File: config.mk
export PLATFORM = sky130hd
export DESIGN_NAME = sleep_power_ctl
export DESIGN_NICKNAME = d
export VERILOG_FILES = /design/src/rtl/sleep_power_ctl.sv
export SDC_FILE = /design/constraint.sdc
export NUM_CORES = 1
export LEC_CHECK = 0
export ABC_CLOCK_PERIOD_IN_PS = 1400
export CORE_MARGIN = 1.5
export CORE_UTILIZATION = 30
export DETAILED_ROUTE_END_ITERATION = 6
export DONT_BUFFER_PORTS = 1
export SLEW_MARGIN = 20
export SYNTH_ARGS = -nofsm -noshare
export SYNTH_HDL_FRONTEND = slang
export SYNTH_SLANG_ARGS = --single-unit
File: constraint.sdc
create_clock -name clk -period 1.4 [get_ports clk]
set_input_delay 0 -clock clk [delete_from_list [all_inputs] [get_ports clk]]
set_output_delay 0 -clock clk [all_outputs]
set_load 0.05 [all_outputs]
File: src/rtl/sleep_power_ctl.sv
module sleep_power_ctl #(
  parameter int STARTUP_CYCLES = 16,
  parameter int STANDBY_CYCLES = 2
) (
  input  logic       clk,
  input  logic       rst_n,
  input  logic       core_rst,
  input  logic       reg_we,
  input  logic [7:0] reg_wdata,
  output logic [7:0] reg_rdata,
  input  logic       sleep_stb,
  input  logic       irq_pend,
  input  logic       osc_ready,
  output logic       clk_en_cpu,
  output logic       clk_en_flash,
  output logic       clk_en_io,
  output logic       clk_en_async,
  output logic       cpu_halt,
  output logic [1:0] pm_state,
  output logic       wake_by_reset
);

  localparam int HOLD_CYCLES = 4;
  localparam int MAXC = (STARTUP_CYCLES > HOLD_CYCLES) ?
                        ((STARTUP_CYCLES > STANDBY_CYCLES) ? STARTUP_CYCLES : STANDBY_CYCLES) :
                        ((HOLD_CYCLES > STANDBY_CYCLES) ? HOLD_CYCLES : STANDBY_CYCLES);
  localparam int CW = $clog2(MAXC + 1);

  typedef enum logic [1:0] {ST_RUN = 2'd0, ST_DOZE = 2'd1, ST_WARM = 2'd2, ST_HOLD = 2'd3} pm_t;

  pm_t           st;
  logic          se_q;
  logic [1:0]    sel_q;
  logic [1:0]    mode_q;
  logic [CW-1:0] cnt;
  logic          rst_wake_q;
  logic [CW-1:0] warm_lim;

  wire is_idle = (mode_q == 2'b00);
  wire is_stby = (mode_q == 2'b11);

  assign warm_lim = is_stby ? CW'(STANDBY_CYCLES) : CW'(STARTUP_CYCLES);

  always_ff @(posedge clk or negedge rst_n) begin
    if (!rst_n) begin
      st         <= ST_RUN;
      se_q       <= 1'b0;
      sel_q      <= 2'b00;
      mode_q     <= 2'b00;
      cnt        <= '0;
      rst_wake_q <= 1'b0;
    end else if (core_rst) begin
      st         <= ST_RUN;
      se_q       <= 1'b0;
      sel_q      <= 2'b00;
      cnt        <= '0;
      rst_wake_q <= (st != ST_RUN);
    end else begin
      if (reg_we) begin
        sel_q <= {reg_wdata[6], reg_wdata[4]};
        se_q  <= reg_wdata[5];
      end
      case (st)
        ST_RUN: begin
          if (sleep_stb && se_q) begin
            st     <= ST_DOZE;
            mode_q <= sel_q;
          end
        end
        ST_DOZE: begin
          if (irq_pend) begin
            rst_wake_q <= 1'b0;
            cnt        <= '0;
            st         <= (is_idle || warm_lim == '0) ? ST_HOLD : ST_WARM;
          end
        end
        ST_WARM: begin
          if (cnt == warm_lim - 1'b1) begin
            if (osc_ready || is_stby) begin
              st  <= ST_HOLD;
              cnt <= '0;
            end
          end else begin
            cnt <= cnt + 1'b1;
          end
        end
        default: begin
          if (cnt == CW'(HOLD_CYCLES - 1)) begin
            st  <= ST_RUN;
            cnt <= '0;
          end else begin
            cnt <= cnt + 1'b1;
          end
        end
      endcase
    end
  end

  wire run   = (st == ST_RUN);
  wire awake = run || (st == ST_HOLD);
  wire light = (st == ST_DOZE) && is_idle;

  assign clk_en_cpu    = awake;
  assign clk_en_flash  = awake;
  assign clk_en_io     = awake || light;
  assign clk_en_async  = awake || light;
  assign cpu_halt      = !run;
  assign pm_state      = st;
  assign wake_by_reset = rst_wake_q;
  assign reg_rdata     = {1'b0, sel_q[1], se_q, sel_q[0], 4'b0000};

  AST_SLEEP_NEEDS_SE: assert property (@(posedge clk) disable iff (!rst_n)
    (pm_state == 2'd0 && sleep_stb && !reg_rdata[5] && !core_rst) |=> (pm_state == 2'd0));
  AST_SLEEP_ENTRY: assert property (@(posedge clk) disable iff (!rst_n)
    (pm_state == 2'd0 && sleep_stb && reg_rdata[5] && !core_rst) |=> (pm_state == 2'd1 && cpu_halt));
  AST_IDLE_ENABLES: assert property (@(posedge clk) disable iff (!rst_n)
    (pm_state == 2'd1 && mode_q == 2'b00) |-> (!clk_en_cpu && !clk_en_flash && clk_en_io && clk_en_async));
  AST_DEEP_ENABLES: assert property (@(posedge clk) disable iff (!rst_n)
    (pm_state != 2'd0 && pm_state != 2'd3 && mode_q != 2'b00) |-> !(clk_en_cpu || clk_en_flash || clk_en_io || clk_en_async));
  AST_HOLD_ENABLES: assert property (@(posedge clk) disable iff (!rst_n)
    (pm_state == 2'd3) |-> (clk_en_cpu && clk_en_flash && clk_en_io && clk_en_async && cpu_halt));
  AST_HOLD_LENGTH: assert property (@(posedge clk) disable iff (!rst_n)
    (pm_state == 2'd0 && $past(pm_state) == 2'd3 && !$past(core_rst)) |-> ($past(pm_state, 4) == 2'd3));
  AST_WARM_WAITS_OSC: assert property (@(posedge clk) disable iff (!rst_n)
    (pm_state == 2'd2 && !osc_ready && mode_q != 2'b11 && !core_rst) |=> (pm_state == 2'd2));
  AST_RESET_WAKE: assert property (@(posedge clk) disable iff (!rst_n)
    (core_rst && pm_state != 2'd0) |=> (pm_state == 2'd0 && wake_by_reset && !cpu_halt));
  AST_STROBE_ASLEEP: assert property (@(posedge clk) disable iff (!rst_n)
    (pm_state == 2'd1 && !irq_pend && !core_rst) |=> (pm_state == 2'd1));

endmodule

==> reports/qor.csv <==
stage,metric,value,unit
synthesis,syn_avg_cell_area,10.2,sq um
timing,relSlewSlack,58.4,%
setup_path,crit_fanout,6,
synthesis,yosys.area.top_type,dfrtp_1,
routing,detail-route-antenna-nets,0,
timing,fin_crit_sh,110,%
die,start_util,31.1,%
timing,grt_setup_unrepaired,true,
clocking,ctsHtreeMaxLevel,1,
power,powerDensity,2110,mW/mm^2
clocking,cts_buffers,3,
grt,grt-ovfl-total,0,
routing,drt_iter0_drc,7,
cells_and_area,final_cell_mix,"20 x buf_4, 11 x dfrtp_1, 8 x dlygate4sd3_1, 7 x mux2i_1, 6 x nor2_1",
cells_and_area,nNetsFinal,147,
synthesis,ys_types,34,
placed_design,gp_congestion,0.836,
cells_and_area,multi_input_area,631,sq um
clocking,cts_sinks,13,
clocking,clock_path_buffers,2,
hold_path,hp-class,in2reg,
timing,final-setup-viol-count,9,
cells_and_area,drive_above_1_share,47.6,%
timing,skew,0.00274,ns
routing,firstDrtPassIters,4,
grt,antenna_found_initial,0,
synthesis,netlist_area,935,sq um
timing,layout_min_cycle_time,1.54,ns
cells_and_area,antenna-diode-count,0,
die,die_h,58.8,um
timing,hold_viol,0,
die,core,0.00300,sq mm
clocking,clkTransAtPathRegs,0.08,ns
routing,drt_drc_violations_left,0,
synthesis,yosys.area.top_type_share,34.8,%
synthesis,syn-instance-count,92,
die,die-area,0.00346,sq mm
timing,worst_slew_pin_slew,0.622,ns
routing,post_drt_wl_per_cell,13.6,um
synthesis,ys_seq_area_share,34.8,%
setup_path,critical_path_required,1.56,ns
grt,grt_use_total,13.5,%
run_status,violations,setup timing,
die,io_pins,31,
placed_design,dp_hpwl,1570,um
grt,grt_pass1_wl,3490,um
clocking,cts_tree,built,
setup_path,startpoint_type,flip-flop,
synthesis,yosys-top-cells-area,"dfrtp_1 35%, mux2i_1 7.5%, buf_4 7.2%, ha_1 6.7%, o32ai_4 2.9%",
clocking,clkLatencyLatePin,0.27,ns
timing,fmaxAchievable,649,MHz
die,die_width,58.8,um
timing,drv_slew,0,
cells_and_area,final_common_cell,buf_4,
job,drv_cap,0,
placed_design,dp.cells,142,
power,p_total,2.93,mW
grt,grt_pass1_vias,793,
cells_and_area,instances_no_fill,159,
routing,vias,785,
routing,routed_wl,2170,um
synthesis,ys_seq_elements,13,
synthesis,ys_warn_count,0,
power,power_leakage,0.621,nW
cells_and_area,fillers,282,
setup_path,critPathArrivalTime,1.70,ns
run_status,status,"finished, violations left",
cells_and_area,syn2layout_area_growth,48.5,%
routing,via_per_inst,4.94,
setup_path,endpoint_kind,flip-flop,
cells_and_area,seqCellArea,328,sq um
setup_path,path_class,reg2reg,
die,num_rows,20,
power,max-vdd-ir-drop,657,uV
timing,fin_ws,-0.141,ns
grt,grt_max_degree,14,
clocking,cts_root_buffer,clkbuf_4,
placed_design,io_buffers,0,
## worst max-delay path, cell delays in order, from the launching register on
cell        delay (ns)
dfrtp_2           0.45
inv_4             0.09
ha_4              0.17
clkinvlp_4        0.11
and2_4            0.17
o32ai_4           0.16
nor2b_1           0.09
a22o_1            0.19
## path summary, 6_finish.rpt
check | startpoint | to | slack (ns) | depth (start not counted)
min reg2reg | wake_by_reset | wake_by_reset | 0.54 | 2
min | core_rst | cnt[0] | 0.02 | 2
min in group asynchronous | rst_n | wake_by_reset | 0.18 | 1
max in group asynchronous | rst_n | pm_state[1] | 0.78 | 1
max | pm_state[1] | cnt[1] | -0.14 | 7
max reg2reg | pm_state[1] | cnt[1] | -0.14 | 7
## layout make-up
cell class                      count  area share, %
Sequential cell                    13           23.6
Tap cell                           33           2.98
Clock buffer                        4           1.89
Inverter                            4           1.80
Multi-Input combinational cell     69           45.4
Timing Repair Buffer               36           24.3
## timing repair
| item | CTS | global route |
|---|---|---|
| pin swaps | 4 | 5 |
| setup buffers | 3 | 3 |
| hold buffers | 8 | 0 |
| hold endpoints to repair | 20 | 0 |
| gates resized for setup | 15 | 12 |
| endpoints found under the setup margin | 13 | 14 |
## synthesized netlist by cell type
cell	number
and3_4	1
o32ai_4	1
o22ai_1	1
nand2b_4	1
a211oi_2	1
a21o_1	1
dfrtp_1	13
nand3_4	1
nand3_1	2
nand4b_1	3
conb_1	1
a211o_1	1
mux2_2	2
clkbuf_1	1
nor2b_1	1
o311ai_0	1
nor2_1	6
a21bo_2	1
inv_1	4
a22o_2	1
nand2b_1	3
o21ai_1	1
ha_1	5
a22o_1	2
o21ai_0	2
nand2_1	7
and2_1	2
o31ai_4	1
a2111oi_0	1
mux2i_1	7
buf_4	9
nor3_1	3
a21bo_1	1
a21oi_1	4
## kinds of logic after synthesis
family,share of synthesized area (%)
buffers and inverters,9.24
other,0.401
adders and majority gates,6.69
DFF,34.8
and+or+nand+nor,19.3
muxes,9.91
AOI/OAI and AO/OA,19.7
## metrics by stage
stage                     hold slack [ns]  setup slack, ns  cell area, sq um  setup TNS, ns  utilization, %
after floorplan                    -0.296           -0.439               976          -2.76               -
after global placement             -0.295           -0.190              1130          -1.11            37.7
after detailed placement           -0.295           -0.211              1130          -1.26            37.7
after CTS                          0.0194           -0.140              1320         -0.953            44.0
after global routing               0.0223           -0.237              1390          -1.97            46.2
final                              0.0237           -0.141              1390         -0.954            46.2
## per-layer routing
layer,up-vias,GRT usage (%),wire length [um]
li1,385,-,-
met4,0,6.17,34
met2,19,24.6,1180
met1,377,15.2,888
met5,-,0,0
met3,4,2.20,66
## where the power goes
group	total (mW)	switching, mW	internal [mW]
registers	0.544	0.0793	0.465
clock network	0.230	0.120	0.110
logic	2.15	1.21	0.943
## registers in the layout, indices dropped and copies added, names as in the netlist
signal	cells
cnt	5
mode_q	2
pm_state	2
se_q	1
sel_q	2
wake_by_reset	1
(Power assumes the default switching activity.)
